### config.mk
export PLATFORM = sky130hd
export DESIGN_NAME = serial_irq_gen
export DESIGN_NICKNAME = d
export VERILOG_FILES = /design/src/rtl/irq_src_pkg.sv /design/src/rtl/irq_rx_cond.sv /design/src/rtl/irq_tx_cond.sv /design/src/rtl/irq_ext_cond.sv /design/src/rtl/serial_irq_gen.sv
export SDC_FILE = /design/constraint.sdc
export NUM_CORES = 1
export LEC_CHECK = 0
export ABC_AREA = 0
export BUFFER_PORTS_ARGS = -buffer_cell sky130_fd_sc_hd__buf_2
export CAP_MARGIN = 0
export CORE_UTILIZATION = 48
export CTS_BUF_LIST = sky130_fd_sc_hd__clkbuf_8
export DETAILED_ROUTE_END_ITERATION = 10
export PLACE_DENSITY = 0.85
export SKIP_LAST_GASP = 1
export SYNTH_ARGS = -nofsm -noshare
export SYNTH_HDL_FRONTEND = slang
export SYNTH_SLANG_ARGS = --single-unit
### constraint.sdc
create_clock -name clk -period 1.95 [get_ports clk]
set_input_delay 0.2925 -clock clk [delete_from_list [all_inputs] [get_ports clk]]
set_output_delay 0.2925 -clock clk [all_outputs]
set_load 0.01 [all_outputs]
### src/rtl/irq_src_pkg.sv
package irq_src_pkg;
    localparam int SC_W      = 4;
    localparam int SC_OVR    = 0;
    localparam int SC_CRC    = 1;
    localparam int SC_EOF    = 2;
    localparam int SC_PAR    = 3;
    localparam int EXT_N     = 6;
    localparam int EXT_ZC    = 0;
    localparam int EXT_DCD   = 1;
    localparam int EXT_SYNC  = 2;
    localparam int EXT_CTS   = 3;
    localparam int EXT_UNDR  = 4;
    localparam int EXT_BRK   = 5;
endpackage

### src/rtl/irq_rx_cond.sv
module irq_rx_cond
    import irq_src_pkg::*;
#(
    parameter int RX_DEPTH = 4,
    parameter int RX_QUAD_LVL = 4,
    localparam int CNT_W = $clog2(RX_DEPTH + 1)
) (
    input  logic             clk,
    input  logic             rst_n,
    input  logic             cfg_quad,
    input  logic             cfg_par_sc,
    input  logic [CNT_W-1:0] rx_count,
    input  logic             err_ovr,
    input  logic             err_crc,
    input  logic             err_eof,
    input  logic             err_par,
    input  logic             clr_sc,
    output logic             rx_req,
    output logic             sc_req,
    output logic [SC_W-1:0]  sc_status
);
    typedef struct packed {
        logic            avail;
        logic [SC_W-1:0] status;
    } rx_state_t;

    rx_state_t st_d, st_q;
    logic [SC_W-1:0] new_err;

    always_comb begin
        st_d = st_q;
        new_err = '0;
        new_err[SC_OVR] = err_ovr;
        new_err[SC_CRC] = err_crc;
        new_err[SC_EOF] = err_eof;
        new_err[SC_PAR] = err_par & cfg_par_sc;
        if (cfg_quad) st_d.avail = (rx_count >= CNT_W'(RX_QUAD_LVL));
        else          st_d.avail = (rx_count != '0);
        st_d.status = (clr_sc ? '0 : st_q.status) | new_err;
    end

    always_ff @(posedge clk or negedge rst_n) begin
        if (!rst_n) st_q <= '0;
        else        st_q <= st_d;
    end

    assign sc_status = st_q.status;
    assign sc_req    = |st_q.status;
    assign rx_req    = st_q.avail & ~sc_req;

    assert_quad_hold_R2: assert property (@(posedge clk) disable iff (!rst_n)
        (cfg_quad && rx_count < CNT_W'(RX_QUAD_LVL)) |=> !rx_req);
    assert_single_empty_R1: assert property (@(posedge clk) disable iff (!rst_n)
        (!cfg_quad && rx_count == '0) |=> !rx_req);
    assert_status_sticky_R3: assert property (@(posedge clk) disable iff (!rst_n)
        (!clr_sc && !err_ovr && !err_crc && !err_eof && !err_par) |=> $stable(sc_status));
    assert_parity_gate_R4: assert property (@(posedge clk) disable iff (!rst_n)
        $rose(sc_status[SC_PAR]) |-> $past(cfg_par_sc));
    assert_precedence_R5: assert property (@(posedge clk) disable iff (!rst_n)
        sc_req |-> !rx_req);
endmodule

### src/rtl/irq_tx_cond.sv
module irq_tx_cond #(
    parameter int TX_DEPTH = 4,
    localparam int TX_CNT_W = $clog2(TX_DEPTH + 1)
) (
    input  logic                clk,
    input  logic                rst_n,
    input  logic                cfg_entry,
    input  logic                tx_wr,
    input  logic [TX_CNT_W-1:0] tx_count,
    output logic                tx_req
);
    typedef struct packed {
        logic armed;
        logic req;
    } tx_state_t;

    tx_state_t st_d, st_q;
    logic      trig;

    always_comb begin
        st_d = st_q;
        if (cfg_entry) trig = (tx_count < TX_CNT_W'(TX_DEPTH));
        else           trig = (tx_count == '0);
        st_d.armed = st_q.armed | tx_wr;
        st_d.req   = st_q.armed & trig;
    end

    always_ff @(posedge clk or negedge rst_n) begin
        if (!rst_n) st_q <= '0;
        else        st_q <= st_d;
    end

    assign tx_req = st_q.req;

    assert_no_req_unarmed_R9: assert property (@(posedge clk) disable iff (!rst_n)
        tx_req |-> $past(st_q.armed));
    assert_empty_mode_R7: assert property (@(posedge clk) disable iff (!rst_n)
        (!cfg_entry && tx_count != '0) |=> !tx_req);
    assert_entry_full_R8: assert property (@(posedge clk) disable iff (!rst_n)
        (cfg_entry && tx_count == TX_CNT_W'(TX_DEPTH)) |=> !tx_req);
endmodule

### src/rtl/irq_ext_cond.sv
module irq_ext_cond #(
    parameter int N = 6
) (
    input  logic         clk,
    input  logic         rst_n,
    input  logic [N-1:0] ext_en,
    input  logic [N-1:0] ext_in,
    input  logic         clr_ext,
    output logic [N-1:0] ext_pend,
    output logic         ext_req
);
    typedef struct packed {
        logic         primed;
        logic [N-1:0] prev;
        logic [N-1:0] lat;
    } ext_state_t;

    ext_state_t   st_d, st_q;
    logic [N-1:0] edge_hit;

    always_comb begin
        st_d = st_q;
        edge_hit = (ext_in ^ st_q.prev) & ext_en & {N{st_q.primed}};
        st_d.primed = 1'b1;
        st_d.prev   = ext_in;
        st_d.lat    = (clr_ext ? '0 : st_q.lat) | edge_hit;
    end

    always_ff @(posedge clk or negedge rst_n) begin
        if (!rst_n) st_q <= '0;
        else        st_q <= st_d;
    end

    assign ext_pend = st_q.lat;
    assign ext_req  = |st_q.lat;

    for (genvar i = 0; i < N; i++) begin : g_src
        assert_masked_src_R10: assert property (@(posedge clk) disable iff (!rst_n)
            $rose(ext_pend[i]) |-> $past(ext_en[i]));
    end

    assert_latch_hold_R11: assert property (@(posedge clk) disable iff (!rst_n)
        (!clr_ext && ext_in == st_q.prev) |=> $stable(ext_pend));
endmodule

### src/rtl/serial_irq_gen.sv
module serial_irq_gen
    import irq_src_pkg::*;
#(
    parameter int RX_DEPTH = 4,
    parameter int TX_DEPTH = 4,
    localparam int RX_CNT_W = $clog2(RX_DEPTH + 1),
    localparam int TX_CNT_W = $clog2(TX_DEPTH + 1)
) (
    input  logic                clk,
    input  logic                rst_n,
    input  logic                cfg_rx_quad,
    input  logic                cfg_tx_entry,
    input  logic                cfg_par_sc,
    input  logic [EXT_N-1:0]    cfg_ext_en,
    input  logic [RX_CNT_W-1:0] rx_count,
    input  logic                rx_err_ovr,
    input  logic                rx_err_crc,
    input  logic                rx_err_eof,
    input  logic                rx_err_par,
    input  logic                clr_sc,
    input  logic                tx_wr,
    input  logic [TX_CNT_W-1:0] tx_count,
    input  logic [EXT_N-1:0]    ext_in,
    input  logic                clr_ext,
    output logic                rx_req,
    output logic                sc_req,
    output logic [SC_W-1:0]     sc_status,
    output logic                tx_req,
    output logic                ext_req,
    output logic [EXT_N-1:0]    ext_pend
);
    irq_rx_cond #(.RX_DEPTH(RX_DEPTH), .RX_QUAD_LVL(4)) u_rx (
        .clk(clk), .rst_n(rst_n), .cfg_quad(cfg_rx_quad), .cfg_par_sc(cfg_par_sc),
        .rx_count(rx_count), .err_ovr(rx_err_ovr), .err_crc(rx_err_crc),
        .err_eof(rx_err_eof), .err_par(rx_err_par), .clr_sc(clr_sc),
        .rx_req(rx_req), .sc_req(sc_req), .sc_status(sc_status)
    );

    irq_tx_cond #(.TX_DEPTH(TX_DEPTH)) u_tx (
        .clk(clk), .rst_n(rst_n), .cfg_entry(cfg_tx_entry), .tx_wr(tx_wr),
        .tx_count(tx_count), .tx_req(tx_req)
    );

    irq_ext_cond #(.N(EXT_N)) u_ext (
        .clk(clk), .rst_n(rst_n), .ext_en(cfg_ext_en), .ext_in(ext_in),
        .clr_ext(clr_ext), .ext_pend(ext_pend), .ext_req(ext_req)
    );

    assert_reset_quiet_R12: assert property (@(posedge clk)
        !rst_n |-> (!rx_req && !sc_req && !tx_req && !ext_req));
endmodule

==> out/summary.md <==
Buffers added to address setup during post-CTS repair amount to 0. The quantity of hold-fixing buffers added after cts was 1; the number of max-cap violations was 0. The worst hold path depth works out to 1. The worst-path cell with the longest stage delay was sky130_fd_sc_hd__or4_4. The count of endpoints failing hold in the final timing report was 0; the share of flip-flops with an asynchronous set or reset was 100%. The biggest fanout along the worst timing path works out to 3. In this run, post-CTS repair resized a total of 0 instances. In this run the vertical extent of the chip is 43.3 um.

The logs give 977 sq um for the placed instance area and 570 for the number of global-route vias before repair. After synthesis the cells add up to 817 sq um. During I/O placement, the number of pins put on the boundary was 44.

The dominant delay contributor by cell family on the critical path is simple AND/OR/NAND/NOR gates. The total area inside the core boundary comes to 1540 sq um. TritonCTS built the clock tree.

Dividing the synthesized area by the synthesized cell count gives 11.7 sq um. The tools report the relative contribution of combinational cells to total power as 13.9%. Among all cell types in the netlist, the one instantiated most often is sky130_fd_sc_hd__dfrtp_1.

For this design the static power due to leakage is 0.550 nW. The worst register-to-register path begins at u_ext.st_q[9]. At the end of routability-driven placement, the weighted congestion stood at 0.713. In this run, synthesis inferred 0 flip-flops with an integrated enable.

The overall overflow remaining after global route was 0. In the final timing run, aggregate negative setup slack is 0 ps. The number of clock buffers added by TritonCTS is 3.

The CTS clock-pin slew for the worst setup and hold paths came out at 70 ps. The post-route minimum period was 1730 ps. CTS placed an instance of sky130_fd_sc_hd__clkbuf_8 at the clock tree root. The worst setup path is captured at an output port.

The max-slew violation count was 0. For the net count after synthesis, the log shows 100. The startpoint of the tightest hold check path is ext_in[4]. By area the synthesized netlist is led by sky130_fd_sc_hd__dfrtp_1 61%, sky130_fd_sc_hd__buf_4 9.2%, sky130_fd_sc_hd__xnor2_1 6.4%, sky130_fd_sc_hd__o22ai_1 4.6%, sky130_fd_sc_hd__inv_1 3.7%. Setup violations remaining at the end of the flow were counted as 0. The prevailing post-synth register cell was sky130_fd_sc_hd__dfrtp_1. Required time reported for the critical path endpoint: 1660 ps. Of the total power, the share spent switching nets is 23.1%. The site row count was 14.

The later pin in the worst-skew pair is clocked with a latency of 250 ps. The setup path with the least slack is of type flop to output port. The run gives 70 as the instance count of the mapped netlist.

The depth of the most critical reg-to-reg path was 2. Final period utilization: 88.5%. For the number of H-tree branching levels, the log shows 1. The die span in x was 43.3 um. The count of buffering cells on the critical path with inverters included is 1, and the clock network power share is 34.5%. The finished layout holds 124 standard cells, fillers aside. The worst setup path is launched from a flop. The total DRC errors in the routed layout is 0, and the HPWL after detailed placement is 1.20 mm. 0 antenna diodes ended up in the layout.

Fmax: 579 MHz. Walking the worst path, the cells encountered are or4_4 > nor2_2 > buf_2. Ratio of total power to cell area: 856 nW/um^2. The final layout contains routed wiring with a total length of 1.49 mm.

The critical path crosses 3 cells after its start point. Before CTS, the worst setup slack after placement is 515 ps. The tools report the global-route wire length before repair as 2.42 mm. Setup repair after global routing left no endpoint under its margin. In the synthesized netlist, the cells that appear most often are 20 x sky130_fd_sc_hd__dfrtp_1, 10 x sky130_fd_sc_hd__buf_4, 8 x sky130_fd_sc_hd__inv_1. After detailed routing, the average wire length per cell comes to 12.0 um.

The growth of design area from synthesis to finish works out to 27.6%. The largest single stage delay on the critical path is 550 ps. Counting flops and latches in the post-synthesis netlist gives 20. The first detailed-routing pass ran for 4 iterations. The run gives 594 as the via count of the routed design. The deepest clock path buffer count is 2, and the maximum number of pins on one net before global-route repair is 21. VDD sags by at most 0.000655 V. In the final layout, the share of cells above drive strength 1 is 47.2%. The launching element of the worst setup path was u_rx.sc_status[2].

In this run, distinct cell masters in the synthesized netlist total 18. The setup skew after layout was 1.04 ps; the number of DRC violations after detailed-routing iteration 0 was 7. The analysis attributes to net switching a power of 0.206 mW. After detailed routing, the number of vias per cell comes to 4.79.

The area of the die is 1870 sq um, and the proportion of synthesized chip area in sequential cells is 61.3%. The min-delay analysis places its worst path in the category primary input to flop. In the final design database the tool counted 139 nets. The synthesized design devotes to its leading area cell type 61.3% of total area. For this configuration, the core starts out at a cell density of 53.0%. Yosys printed 0 warnings. The arrival time reported for the critical path endpoint came out at 1430 ps. The share of total power dissipated in sequential elements is 51.6%.

After routing the design area is 1040 sq um. The synthesized design spends more area on one cell type than any other, namely sky130_fd_sc_hd__dfrtp_1. The run gives 18.2% as the total routing usage reported by global routing.

The count of nets left with antenna violations once routing finished came out at 0. The logs give 20 for the clock sink count and 0 for the number of antenna violations at the first check in global routing. The run finished with clean final reports. The internal power component is 0.687 mW. In the post-route analysis, the smallest setup slack over all paths is 224 ps. The number of buffer cells added on primary ports is 43. The cell count after placement was 119.
==> layout make-up <==
| class | count | area, sq um |
|---|---|---|
| flip-flops and latches | 20 | 500 |
| fillers | 131 | 499 |
| clock buffers | 4 | 55.1 |
| multi-input cells | 32 | 211 |
| inverters | 8 | 30.0 |
| well taps | 16 | 20.0 |
| repair buffers | 44 | 225 |
==> kinds of logic (layout without fill, tap and decap cells) <==
| group | count (synthesis) | after routing | synth area share (%) |
|---|---|---|---|
| other | 1 | 1 | 0.459 |
| buffers and inverters | 18 | 56 | 12.9 |
| DFF | 20 | 20 | 61.3 |
| xor gates and xnor gates | 6 | 6 | 6.43 |
| and+or+nand+nor | 13 | 13 | 8.58 |
| AOI/OAI and AO/OA | 12 | 12 | 10.4 |
==> power groups by stage <==
stage / clock, mW / sequential, mW / combinational, mW
floorplan: 0 / 0.466 / 0.0794
global placement: 0 / 0.467 / 0.119
detailed placement: 0 / 0.469 / 0.124
CTS: 0.316 / 0.461 / 0.126
global route: 0.334 / 0.464 / 0.139
finish: 0.308 / 0.461 / 0.124
==> per-layer routing <==
layer,vias to the layer above,wire (um),track usage (%)
met3,4,66,4.26
met1,277,575,20.3
met2,20,805,31.0
met4,0,44,10.9
met5,-,0,0
li1,293,-,-
==> state kept, by name, summed over array words and instances, names as in the netlist <==
signal          cells
u_tx.st_q           1
u_rx.sc_status      4
u_ext.ext_pend      6
u_rx.st_q           1
u_ext.st_q          7
u_tx.tx_req         1
==> through the flow <==
stage | util [%] | hold slack (ps) | total power, mW
global placement | 63.4 | 253 | 0.586
finish | 67.6 | 165 | 0.893
floorplan | - | -3.09 | 0.545
CTS | 67.6 | 161 | 0.903
global route | 67.6 | 157 | 0.937
detailed placement | 63.4 | 253 | 0.594
==> placed cells by master, fill, tap and decap left out <==
cell	n
sky130_fd_sc_hd__clkbuf_8	4
sky130_fd_sc_hd__nor2_1	1
sky130_fd_sc_hd__a21o_1	2
sky130_fd_sc_hd__a22o_1	1
sky130_fd_sc_hd__nor4_1	1
sky130_fd_sc_hd__dfrtp_1	20
sky130_fd_sc_hd__nor2_2	1
sky130_fd_sc_hd__nand3_1	1
sky130_fd_sc_hd__nand2_1	6
sky130_fd_sc_hd__buf_2	43
sky130_fd_sc_hd__inv_1	8
sky130_fd_sc_hd__xnor2_1	6
sky130_fd_sc_hd__or2_2	1
sky130_fd_sc_hd__a21o_2	1
sky130_fd_sc_hd__o22ai_1	6
sky130_fd_sc_hd__conb_1	1
sky130_fd_sc_hd__dlygate4sd3_1	1
sky130_fd_sc_hd__and3b_1	1
sky130_fd_sc_hd__o21bai_1	2
sky130_fd_sc_hd__or4_4	1
==> path summary, 6_finish.rpt <==
| path | endpoint | slack [ps] |
|---|---|---|
| setup / recovery | rx_req | 220 |
| hold / removal | u_ext.st_q[10] | 160 |
| setup reg to reg | u_ext.ext_pend[3] | 1170 |
| hold reg to reg | u_tx.st_q[1] | 470 |
| max in group asynchronous | u_ext.ext_pend[2] | 1120 |
| min in group asynchronous | u_ext.ext_pend[3] | 530 |
No activity file was read; power rests on OpenSTA's default activity.
